==> src/rtl/cart_xlate_pkg.sv <==
package cart_xlate_pkg;
  timeunit 1ns;
  timeprecision 1ps;

  localparam int DATA_W     = 8;
  localparam int PRG_BANK_W = 6;
  localparam int CHR_BANK_W = 8;
  localparam int CHR_SLOTS  = 6;
  localparam int PRG_SLOTS  = 2;
  localparam int NUM_SLOTS  = CHR_SLOTS + PRG_SLOTS;
  localparam int IDX_W      = $clog2(NUM_SLOTS);
  localparam int WIN_OFS_W  = 13;
  localparam int KB1_OFS_W  = 10;

  typedef enum logic [1:0] {
    WIN_LO  = 2'd0,
    WIN_MID = 2'd1,
    WIN_UP  = 2'd2,
    WIN_TOP = 2'd3
  } cpu_win_e;

  // Program bank for a CPU window; swap moves the pinned second-last bank
  // from the upper-middle window to the lowest one.
  function automatic logic [PRG_BANK_W-1:0] prg_bank_pick(
    input cpu_win_e               win,
    input logic                   swap,
    input logic [PRG_BANK_W-1:0]  sw_lo,
    input logic [PRG_BANK_W-1:0]  sw_mid
  );
    logic [PRG_BANK_W-1:0] last_bank;
    logic [PRG_BANK_W-1:0] penult_bank;
    last_bank   = '1;
    penult_bank = last_bank - PRG_BANK_W'(1);
    unique case (win)
      WIN_LO:  prg_bank_pick = swap ? penult_bank : sw_lo;
      WIN_MID: prg_bank_pick = sw_mid;
      WIN_UP:  prg_bank_pick = swap ? sw_lo : penult_bank;
      default: prg_bank_pick = last_bank;
    endcase
  endfunction

  // Slot index used for a video address (A12..A10).
  function automatic logic [IDX_W-1:0] chr_slot_of(
    input logic [2:0] a12_10,
    input logic       swap
  );
    logic half;
    half = a12_10[2] ^ swap;
    if (half) chr_slot_of = IDX_W'(2) + IDX_W'(a12_10[1:0]);
    else      chr_slot_of = IDX_W'(a12_10[1]);
  endfunction

  // A 2 KB region takes its lowest bank bit from video A10.
  function automatic logic [CHR_BANK_W-1:0] chr_fold_2k(
    input logic [CHR_BANK_W-1:0] val,
    input logic                  a10
  );
    chr_fold_2k = {val[CHR_BANK_W-1:1], a10};
  endfunction
endpackage

==> src/rtl/bank_regfile.sv <==
module bank_regfile
  import cart_xlate_pkg::*;
(
  input  logic                                 clk,
  input  logic                                 rst_n,
  input  logic                                 wr,
  input  logic                                 in_win,
  input  logic [1:0]                           win,
  input  logic                                 a0,
  input  logic [DATA_W-1:0]                    data,
  output logic [CHR_SLOTS-1:0][CHR_BANK_W-1:0] chr_slots,
  output logic [PRG_SLOTS-1:0][PRG_BANK_W-1:0] prg_slots,
  output logic                                 prg_swap,
  output logic                                 chr_swap,
  output logic                                 mirror_h
);
  timeunit 1ns;
  timeprecision 1ps;

  logic [IDX_W-1:0]     slot_idx;
  logic                 sel_wr;
  logic                 bank_wr;
  logic                 mir_wr;
  logic [NUM_SLOTS-1:0] slot_we;

  always_comb begin
    sel_wr  = wr && in_win && (cpu_win_e'(win) == WIN_LO)  && !a0;
    bank_wr = wr && in_win && (cpu_win_e'(win) == WIN_LO)  &&  a0;
    mir_wr  = wr && in_win && (cpu_win_e'(win) == WIN_MID) && !a0;
  end

  always_ff @(posedge clk or negedge rst_n) begin
    if (!rst_n) begin
      slot_idx <= '0;
      prg_swap <= 1'b0;
      chr_swap <= 1'b0;
    end else if (sel_wr) begin
      slot_idx <= data[IDX_W-1:0];
      prg_swap <= data[6];
      chr_swap <= data[7];
    end
  end

  always_ff @(posedge clk or negedge rst_n) begin
    if (!rst_n)      mirror_h <= 1'b0;
    else if (mir_wr) mirror_h <= data[0];
  end

  for (genvar i = 0; i < NUM_SLOTS; i++) begin : g_slot
    assign slot_we[i] = bank_wr && (slot_idx == IDX_W'(i));
    if (i < CHR_SLOTS) begin : g_chr
      always_ff @(posedge clk or negedge rst_n) begin
        if (!rst_n)          chr_slots[i] <= '0;
        else if (slot_we[i]) chr_slots[i] <= data[CHR_BANK_W-1:0];
      end
    end else begin : g_prg
      always_ff @(posedge clk or negedge rst_n) begin
        if (!rst_n)          prg_slots[i-CHR_SLOTS] <= '0;
        else if (slot_we[i]) prg_slots[i-CHR_SLOTS] <= data[PRG_BANK_W-1:0];
      end
    end
  end

  AST_ONE_SLOT_WRITTEN: assert property (@(posedge clk) disable iff (!rst_n)
    $onehot0(slot_we));

  AST_LOW_WRITE_IGNORED: assert property (@(posedge clk) disable iff (!rst_n)
    !in_win |=> ($stable(chr_slots) && $stable(prg_slots) && $stable(prg_swap)
                 && $stable(chr_swap) && $stable(mirror_h)));

  AST_MIRROR_HOLDS: assert property (@(posedge clk) disable iff (!rst_n)
    !mir_wr |=> $stable(mirror_h));
endmodule

==> src/rtl/prg_window_map.sv <==
module prg_window_map
  import cart_xlate_pkg::*;
(
  input  logic [1:0]                           win,
  input  logic                                 prg_swap,
  input  logic [PRG_SLOTS-1:0][PRG_BANK_W-1:0] prg_slots,
  output logic [PRG_BANK_W-1:0]                bank
);
  timeunit 1ns;
  timeprecision 1ps;

  always_comb bank = prg_bank_pick(cpu_win_e'(win), prg_swap, prg_slots[0], prg_slots[1]);
endmodule

==> src/rtl/chr_window_map.sv <==
module chr_window_map
  import cart_xlate_pkg::*;
(
  input  logic [2:0]                           a12_10,
  input  logic                                 chr_swap,
  input  logic [CHR_SLOTS-1:0][CHR_BANK_W-1:0] chr_slots,
  output logic [CHR_BANK_W-1:0]                bank
);
  timeunit 1ns;
  timeprecision 1ps;

  logic [IDX_W-1:0] idx;

  always_comb begin
    idx = chr_slot_of(a12_10, chr_swap);
    if (idx < IDX_W'(2)) bank = chr_fold_2k(chr_slots[idx], a12_10[0]);
    else                 bank = chr_slots[idx];
  end
endmodule

==> src/rtl/cart_bank_xlate.sv <==
module cart_bank_xlate
  import cart_xlate_pkg::*;
(
  input  logic                             clk,
  input  logic                             rst_n,
  input  logic [15:0]                      cpu_addr,
  input  logic [DATA_W-1:0]                cpu_data,
  input  logic                             cpu_wr,
  input  logic [12:0]                      ppu_addr,
  output logic [PRG_BANK_W+WIN_OFS_W-1:0]  prg_addr,
  output logic [CHR_BANK_W+KB1_OFS_W-1:0]  chr_addr,
  output logic                             mirror_horiz
);
  timeunit 1ns;
  timeprecision 1ps;

  logic [CHR_SLOTS-1:0][CHR_BANK_W-1:0] chr_slots;
  logic [PRG_SLOTS-1:0][PRG_BANK_W-1:0] prg_slots;
  logic                                 prg_swap;
  logic                                 chr_swap;
  logic [PRG_BANK_W-1:0]                prg_bank;
  logic [CHR_BANK_W-1:0]                chr_bank;

  bank_regfile u_regs (
    .clk       (clk),
    .rst_n     (rst_n),
    .wr        (cpu_wr),
    .in_win    (cpu_addr[15]),
    .win       (cpu_addr[14:13]),
    .a0        (cpu_addr[0]),
    .data      (cpu_data),
    .chr_slots (chr_slots),
    .prg_slots (prg_slots),
    .prg_swap  (prg_swap),
    .chr_swap  (chr_swap),
    .mirror_h  (mirror_horiz)
  );

  prg_window_map u_prg (
    .win       (cpu_addr[14:13]),
    .prg_swap  (prg_swap),
    .prg_slots (prg_slots),
    .bank      (prg_bank)
  );

  chr_window_map u_chr (
    .a12_10    (ppu_addr[12:10]),
    .chr_swap  (chr_swap),
    .chr_slots (chr_slots),
    .bank      (chr_bank)
  );

  assign prg_addr = {prg_bank, cpu_addr[WIN_OFS_W-1:0]};
  assign chr_addr = {chr_bank, ppu_addr[KB1_OFS_W-1:0]};

  AST_TOP_WINDOW_LAST: assert property (@(posedge clk) disable iff (!rst_n)
    (cpu_addr[15:13] == 3'b111) |-> (prg_addr[PRG_BANK_W+WIN_OFS_W-1:WIN_OFS_W] == '1));

  AST_PINNED_PENULT: assert property (@(posedge clk) disable iff (!rst_n)
    (cpu_addr[15] && cpu_addr[14:13] == (prg_swap ? 2'd0 : 2'd2))
      |-> (prg_addr[PRG_BANK_W+WIN_OFS_W-1:WIN_OFS_W] == {{(PRG_BANK_W-1){1'b1}}, 1'b0}));

  AST_2K_TAKES_A10: assert property (@(posedge clk) disable iff (!rst_n)
    ((ppu_addr[12] ^ chr_swap) == 1'b0) |-> (chr_addr[KB1_OFS_W] == ppu_addr[10]));
endmodule

==> config.mk <==
export PLATFORM = sky130hd
export DESIGN_NAME = cart_bank_xlate
export DESIGN_NICKNAME = d
export VERILOG_FILES = /design/src/rtl/cart_xlate_pkg.sv /design/src/rtl/bank_regfile.sv /design/src/rtl/prg_window_map.sv /design/src/rtl/chr_window_map.sv /design/src/rtl/cart_bank_xlate.sv
export SDC_FILE = /design/constraint.sdc
export NUM_CORES = 1
export LEC_CHECK = 0
export ABC_AREA = 0
export BUFFER_PORTS_ARGS = -buffer_cell sky130_fd_sc_hd__buf_2
export CORE_MARGIN = 4
export CORE_UTILIZATION = 54
export CTS_CLUSTER_DIAMETER = 200
export DETAILED_ROUTE_END_ITERATION = 10
export PLACE_DENSITY_LB_ADDON = 0.15
export SLEW_MARGIN = 20
export SYNTH_ARGS = -nofsm -noshare
export SYNTH_HDL_FRONTEND = slang
export SYNTH_HIERARCHICAL = 1
export SYNTH_SLANG_ARGS = --single-unit
==> constraint.sdc <==
create_clock -name clk -period 1.9 [get_ports clk]
set_input_delay 0.095 -clock clk [delete_from_list [all_inputs] [get_ports clk]]
set_output_delay 0.095 -clock clk [all_outputs]
set_load 0.05 [all_outputs]
Word-level counts from Yosys, hierarchy flattened
Cells that the tools add are included.

Add/sub/neg operators: 1. Multipliers: 0. Div/mod/pow operators: 0. $lt $le $gt $ge: 2. Equal/unequal tests: 9. Shifts and indexed selects: 0. Muxes and demuxes: 7. Bitwise gates (word level): 1. Reduce and logical (&&, ||, !) cells: 17.

Operators with widths (number): $bmux W8 S3 (1); $pmux W6 S3 (1); $logic_and A1 B1 Y1 (14); $eq A3 B3 Y1 const B (4); $mux W6 (2); $mux W8 (1); $eq A3 B2 Y1 const B (2); $lt A3 B4 Y1 const B (1); $add A2 B2 Y3 const A (1); $eq A3 B1 Y1 const B (1); $logic_not A3 Y1 (1); $lt A3 B2 Y1 const B (1); $mux W3 (1); $eq A2 B1 Y1 const B (1); $eq A2 B2 Y1 const B (1); $logic_not A2 Y1 (1); $logic_not A1 Y1 (1); $mux W1 (1); $xor A1 B1 Y1 (1).

Register bits after elaboration: 66. Latch bits: 0. RAM bits: 0. Memory bits (read-only): 0. Input port bits: 40. Output and inout bits: 38. Memories kept: 0.

Depth between registers and ports, before layout
Gate-level depths: netlist of the first run.

Depth in word-level cells: 5. Depth in mapped cells: 6. Mapped depth without buffers: 4.

Hierarchy
The synthesis of the first run kept the hierarchy.

By module, submodules not included: bank_regfile (instances 1, cells an instance 156, area an instance 2630.0 um2, seq. area each 1651.6 um2); chr_window_map (instances 1, cells an instance 64, area an instance 441.7 um2, seq. area each 0.0 um2); prg_window_map (instances 1, cells an instance 26, area an instance 217.7 um2, seq. area each 0.0 um2); cart_bank_xlate (instances 1, cells an instance 23, area an instance 172.7 um2, seq. area each 0.0 um2).

Least setup slack after synthesis of the first run
Ideal clock, no wire load.

Path type: reg-to-output. From: register u_regs.prg_swap. To: output prg_addr[14]. Arrival time: 1.776 ns. Required time: 1.805 ns. Path slack: 0.029 ns. Stages on the path, launching flop included: 4. Path buffers: 1. Cell sequence: dfrtp_1 > buf_6 > and4bb_1 > nor3_1.

Longest elaborated chain between the ends: 2. Elaborated cells on any way between the ends: 3. Those cells by class: mux: 3.

RTL lines: from (decl) (RTL line bank_regfile.sv:13) `output logic prg_swap,`; from (signal assigned) (RTL line bank_regfile.sv:39) `prg_swap <= data[6];`; $mux W6 (on tied branches) (RTL line cart_xlate_pkg.sv:37, cart_xlate_pkg.sv:35); $pmux W6 S3 * (RTL line cart_xlate_pkg.sv:34) `unique case (win)`; to (decl) (RTL line cart_bank_xlate.sv:10) `output logic [PRG_BANK_W+WIN_OFS_W-1:0] prg_addr,`.

Mark *: on every way between the ends. The rest lies on a longest branch, timed or not.

Worst setup path after layout of the first run
From: register u_regs.chr_swap. To: output chr_addr[11].

Longest elaborated chain between the ends: 4.

RTL lines: from (decl) (RTL line bank_regfile.sv:14) `output logic chr_swap,`; from (signal assigned) (RTL line bank_regfile.sv:40) `chr_swap <= data[7];`; $xor A1 B1 Y1 (RTL line cart_xlate_pkg.sv:48) `half = a12_10[2] ^ swap;`; $mux W3 (RTL line cart_xlate_pkg.sv:49) `if (half) chr_slot_of = IDX_W'(2) + IDX_W'(a12_10[1:0]);`; $bmux W8 S3 (RTL line chr_window_map.sv:16, chr_window_map.sv:17); $mux W8 (implied by the code) (RTL line chr_window_map.sv:16, chr_window_map.sv:17); to (decl) (RTL line cart_bank_xlate.sv:11) `output logic [CHR_BANK_W+KB1_OFS_W-1:0] chr_addr,`.

Every way passes these cells. The select of a mux whose other input is x is not followed.

==> out/qor.yml, run 1 <==
run_status:
  status: "completed"
power:
  power_mw: 3.84
  ir_drop_mv: 0.546
  p_leak_nw: 1.79
  p_per_area_nw_per_um2: 1060
route:
  drc: 0
  vias: 2039
  dr.first_iter.drc_count: 81
  final_antenna_net_count: 0
  routed_wirelength_mm: 6.30
  drt-wirelength-per-cell_um: 17.5
  drt-pass1-iter-count: 4
  via_per_inst: 5.66
timing:
  slew_violations: 0
  worst_pin_slew_ns: 0.554
  setup_tns_ns: 0
  relSlewSlack_pct: 63.0
  postLayoutSetupSlackWorst_ns: 0.0829
  skew_ns: 0.00832
  max_clock_freq_mhz: 550
  setup_viol: 0
  hold_viol: 0
  hold_ws_ns: 0.0967
  layout_min_cycle_time_ns: 1.82
  rsz0062_at_grt: "false"
  min_period_over_period_pct: 95.6
worst_setup_path:
  cp_max_fo: 31
  r2r_start: "u_regs/slot_idx[2]"
  crit_type: "flop to primary output"
  reg2reg_depth: 3
  reg2reg_slack_ns: 0.22
  arrival_ns: 1.72
  cp.required_ns: 1.80
  path_common_cell: "o21ai_1"
  crit_family: "buffers and inverters"
  worstPathCellList: "xor2_2, buf_12, o21ai_1, o21ai_1, buf_6"
  reg2reg_to: "u_regs/chr_slots[39]"
  cp-start-kind: "flop"
  critPathCaptureType: "primary output"
  cpPeakStageDelay_ns: 0.41
  cp_slowest_cell: "dfrtp_1"
  path_buf_inv: 2
cts:
  worst_skew_pair.late_latency_ns: 0.33
  clock_path_buffers: 2
  postCtsSetupBuffers: 0
  clock-sinks: 64
  ctsHtreeMaxLevel: 3
  cts_made_buffers: 9
  root_buffer: "clkbuf_8"
  tritoncts: "built"
  path_clk_slew_ns: 0.07
grt:
  grt_pass1_vias: 2011
  antenna_found_initial: 0
  overflow: 0
  grt_pass1_wl_mm: 10.7
  grt_max_degree: 65
  grt_util_all_layers_pct: 18.7
final_layout:
  layout.cells.non_filler: 360
  n_antenna_cell: 0
  design_area_um2: 3630
  final_util_pct: 60.7
  nNetsFinal: 320
  drive_above_1_share_pct: 46.3
  nFillCells: 503
  syn2layout_area_growth_pct: 7.35
run:
  max_cap_viol_count: 0
synth:
  avgSynthCellArea_um2: 12.8
  netlist_area_um2: 3390
  syn_nets: 305
  yosys_warnings: 6
  synth_cells: 265
place:
  dp_cells: 343
  io_buffers: 33
  post-dp-hpwl_mm: 4.21
  pre_cts_ws_ns: 0.228
  placed_area_um2: 3410
  routabilityCongestion: 0.784
die:
  die_area_um2: 7600
  boundaryPins: 78
  die_h_um: 87.2
  start_util_pct: 56.5
  die_w_um: 87.2
  rows: 28
  core_area_um2: 5990
worst_hold_path:
  min-delay-start: "cpu_data[6]"
  holdPathEnd: "u_regs/chr_slots[14]"
  hp-class: "input port to flop"
  holdPathStages: 2
## power by group
| group | leakage (nW) | internal (mW) | switching [mW] |
|---|---|---|---|
| Combinational | 0.827 | 0.381 | 0.593 |
| Clock | 0.103 | 0.675 | 0.499 |
| Sequential | 0.864 | 1.55 | 0.134 |
| Total | 1.79 | 2.61 | 1.23 |
## cell usage in the layout (no fill, tap or decap), types with 2 or more instances in the layout
master,count
dfrtp_1,64
buf_4,10
or3_2,2
buf_12,2
clkbuf_1,2
mux2_2,57
nand3b_1,2
clkbuf_8,11
buf_2,30
and4bb_1,5
o21ai_0,6
mux2_4,7
nor3b_1,5
o211ai_1,7
mux2i_1,14
nand3_1,2
nor3_1,6
or4_4,2
o21ai_1,9
clkinv_2,2
nor4_4,2
nor4_1,5
nor2_1,3
nand2_1,15
## timing repair
item                       4_1_cts  5_1_grt
hold buffers                     1        0
hold endpoints to repair        64        0
gates cloned                     0        0
resized for setup                2        5
setup endpoints to repair        2        3
pin swaps                        0        2
## registers in the layout (all words and copies together), names as in the netlist
signal / count
u_regs/chr_slots: 46
u_regs/prg_slots: 12
u_regs/slot_idx: 3
u_regs/chr_swap: 1
u_regs/mirror_h: 1
u_regs/prg_swap: 1
## how the worst max path moves through the flow
stage / start / cells past startpoint / to / slack [ns]
after global routing: u_regs/chr_swap / 5 / chr_addr[11] / 0.003
final: u_regs/chr_swap / 5 / chr_addr[11] / 0.08
after detailed placement: u_regs/slot_idx[2] / 3 / u_regs/chr_slots[34] / 0.23
after CTS: u_regs/chr_swap / 5 / chr_addr[11] / 0.03
after global placement: u_regs/slot_idx[2] / 3 / u_regs/chr_slots[33] / 0.27
after floorplan: u_regs/prg_swap / 3 / prg_addr[14] / 0.03
## per-layer routing
layer  share of wire, %  up-vias  track usage (%)
met2                 44       30             25.5
met5                  0        -                0
met4                1.7        0             7.95
met1                 51     1020             28.6
met3                3.7       12             3.88
li1                   -      977                -
## final cells by class
type	count	area (um2)	area share, %
inverters	1	3.75	0.103
clock buffers	13	159	4.37
flip-flops and latches	64	1600	44.1
multi-input cells	160	1450	39.9
clock inverters	3	40.0	1.10
repair buffers	44	287	7.88
well taps	75	93.8	2.58
Note: power is estimated with default switching activity, not from simulation.
==> run 2: changes to the inputs <==
- CORE_UTILIZATION: 54 -> 50
==> run 2 against run 1 <==
Effect of this change:
- maximum frequency grew 0.83%
- combinational power shrank 2.3%
- clock power grew 7%
- die area grew 7.3%
- register-to-register slack is essentially flat
- clock skew shrank 0.0011 ns
- final cell count grew 0.56%
- worst hold slack gained 0.0031 ns
- power grew 1.4%
- non-clock buffer count is the same
- routed wire length grew 1.1%
- count of clock-buffer cells in the layout grew 1
- critical path type unchanged
- critical endpoint is now chr_addr[12]
==> out/qor.yml, run 2 (synthesis results as in run 1) <==
worst_setup_path:
  crit_type: "flop to primary output"
  cp-start-kind: "flop"
  cp.required_ns: 1.80  # about the same
  cp_max_fo: 31  # unchanged
  critPathCaptureType: "primary output"
  arrival_ns: 1.71  # about the same
  reg2reg_depth: 3  # unchanged
final_layout:
  largest_reg_flops: 46  # unchanged
  syn2layout_area_growth_pct: 7.72
  nNetsFinal: 320  # unchanged
  reg.largest.list: "u_regs/chr_slots: 46 flops, u_regs/prg_slots: 12 flops, u_regs/slot_idx: 3 flops"
  drive_above_1_share_pct: 46.7  # +0.35 points
  top_register: "u_regs/chr_slots"
  final_common_cell: "dfrtp_1"
  final_cell_mix: "dfrtp_1 (64), mux2_2 (57), buf_2 (32)"
  n_antenna_cell: 0  # unchanged
  nFillCells: 567  # +13%
  design_area_um2: 3650  # +0.34%
die:
  boundaryPins: 78  # unchanged
  die_w_um: 90.3  # +3.6%
  die_area_um2: 8150  # +7.3%
  rows: 29  # +3.6%
  core_area_um2: 6460  # +7.8%
  die_h_um: 90.3  # +3.6%
  start_util_pct: 52.4  # -4.1 points
timing:
  postLayoutSetupSlackWorst_ns: 0.0979  # +0.0150 ns
  setup_viol: 0  # unchanged
  min_period_over_period_pct: 94.8  # -0.79 points
  max_clock_freq_mhz: 555  # +0.83%
  worst_pin_slew_ns: 0.507  # -0.0476 ns
  skew_ns: 0.00722  # -0.00110 ns
  slew_violations: 0  # unchanged
  layout_min_cycle_time_ns: 1.80  # -0.0150 ns
  setup_tns_ns: 0  # unchanged
  hold_viol: 0  # unchanged
  rsz0062_at_grt: "false"
  relSlewSlack_pct: 66.2  # +3.2 points
route:
  final_antenna_net_count: 0  # unchanged
  routed_wirelength_mm: 6.37  # +1.1%
  via_per_inst: 5.57  # -1.7%
  vias: 2015  # -1.2%
  dr.first_iter.drc_count: 77  # -4.9%
  drc: 0  # unchanged
  drt-wirelength-per-cell_um: 17.6  # +0.52%
  drt-pass1-iter-count: 4  # unchanged
cts:
  ctsHtreeMaxLevel: 3  # unchanged
  postCtsSetupBuffers: 0  # unchanged
  cts_made_buffers: 9  # unchanged
  path_clk_slew_ns: 0.07  # about the same
  clock_path_buffers: 2  # unchanged
  root_buffer: "clkbuf_8"
  clock-sinks: 64  # unchanged
  worst_skew_pair.late_latency_ns: 0.34  # about the same
  tritoncts: "built"
place:
  routabilityCongestion: 0.757  # -3.6%
  io_buffers: 33  # unchanged
  post-dp-hpwl_mm: 4.22  # +0.26%
  pre_cts_ws_ns: 0.217  # -0.0115 ns
  placed_area_um2: 3420  # about the same
power:
  power_mw: 3.89  # +1.4%
  ir_drop_mv: 0.647  # +19%
  p_leak_nw: 1.80  # +0.34%
  p_per_area_nw_per_um2: 1070  # +1.0%
run_status:
  status: "completed"
worst_hold_path:
  holdPathStages: 2  # unchanged
  hp-class: "input port to flop"
grt:
  grt_max_degree: 45  # -31%
  antenna_found_initial: 0  # unchanged
  overflow: 0  # unchanged
  grt_util_all_layers_pct: 17.0  # -1.7 points
  grt_pass1_vias: 2028  # +0.85%
  grt_pass1_wl_mm: 10.8  # +0.65%
run:
  max_cap_viol_count: 0  # unchanged
==> run 2: changes by cell type in the layout (fill, tap and decap cells not counted) <==
cell      before  now
clkinv_2       2    1
o21ai_1        9    7
clkbuf_1       2    1
clkbuf_8      11   13
clkbuf_4       0    1
o21ai_0        6    8
buf_4         10    8
buf_2         30   32
buf_6          1    0
==> run 2: path summary, 6_finish.rpt <==
check | from | endpoint | slack, ns
worst max-delay path | u_regs/chr_swap | chr_addr[12] | 0.1
worst min-delay path | cpu_data[7] | u_regs/chr_slots[15] | 0.1
worst max register to register | u_regs/slot_idx[0] | u_regs/chr_slots[9] | 0.22
worst min register to register | u_regs/mirror_h | u_regs/mirror_h | 0.50
max in group asynchronous | rst_n | u_regs/chr_slots[21] | 1.05
min in group asynchronous | rst_n | u_regs/chr_slots[23] | 0.25
==> run 2: worst max-delay path: stages, from the launching register on <==
cell and delay [ns]:
dfrtp_1 0.41, xor2_2 0.21, buf_12 0.20, o21ai_0 0.12, o21ai_1 0.15, buf_2 0.29
==> run 2: layer usage <==
metal | vias to the layer above | track usage [%] | routed length [um]
met3 | 11 | 4.50 | 264
li1 | 976 | - | -
met5 | - | 0 | 0
met1 | 995 | 23.0 | 3110
met2 | 33 | 25.2 | 2890
met4 | 0 | 8.29 | 95
==> run 2: report_power, final <==
part | total, mW | internal (mW) | leakage, nW | switching (mW)
clock network | 1.25 | 0.748 | 0.113 | 0.500
logic | 0.953 | 0.369 | 0.824 | 0.583
registers | 1.69 | 1.55 | 0.864 | 0.134
==> run 2: timing repair <==
item                                    CTS  global route
hold buffers                              1             0
hold endpoints to repair                 20             0
gates resized for setup                   0             1
endpoints found under the setup margin    0             1
==> run 2: layout make-up <==
| cell class | count | area, um2 | share of cell area (%) |
|---|---|---|---|
| Sequential cell | 64 | 1600 | 43.9 |
| Multi-Input combinational cell | 160 | 1450 | 39.8 |
| Timing Repair Buffer | 44 | 278 | 7.62 |
| Clock buffer | 14 | 183 | 5.01 |
| Tap cell | 77 | 96.3 | 2.64 |
| Clock inverter | 2 | 35.0 | 0.961 |
| Inverter | 1 | 3.75 | 0.103 |
==> run 2: stage by stage <==
step | utilization (%) | std cells | hold slack, ns
after floorplan | - | 265 | -0.201
after global placement | 52.9 | 345 | 0.0911
after detailed placement | 52.9 | 345 | 0.0904
after CTS | 56.4 | 362 | 0.0856
after global routing | 56.5 | 362 | 0.0958
final | 56.5 | 362 | 0.0999
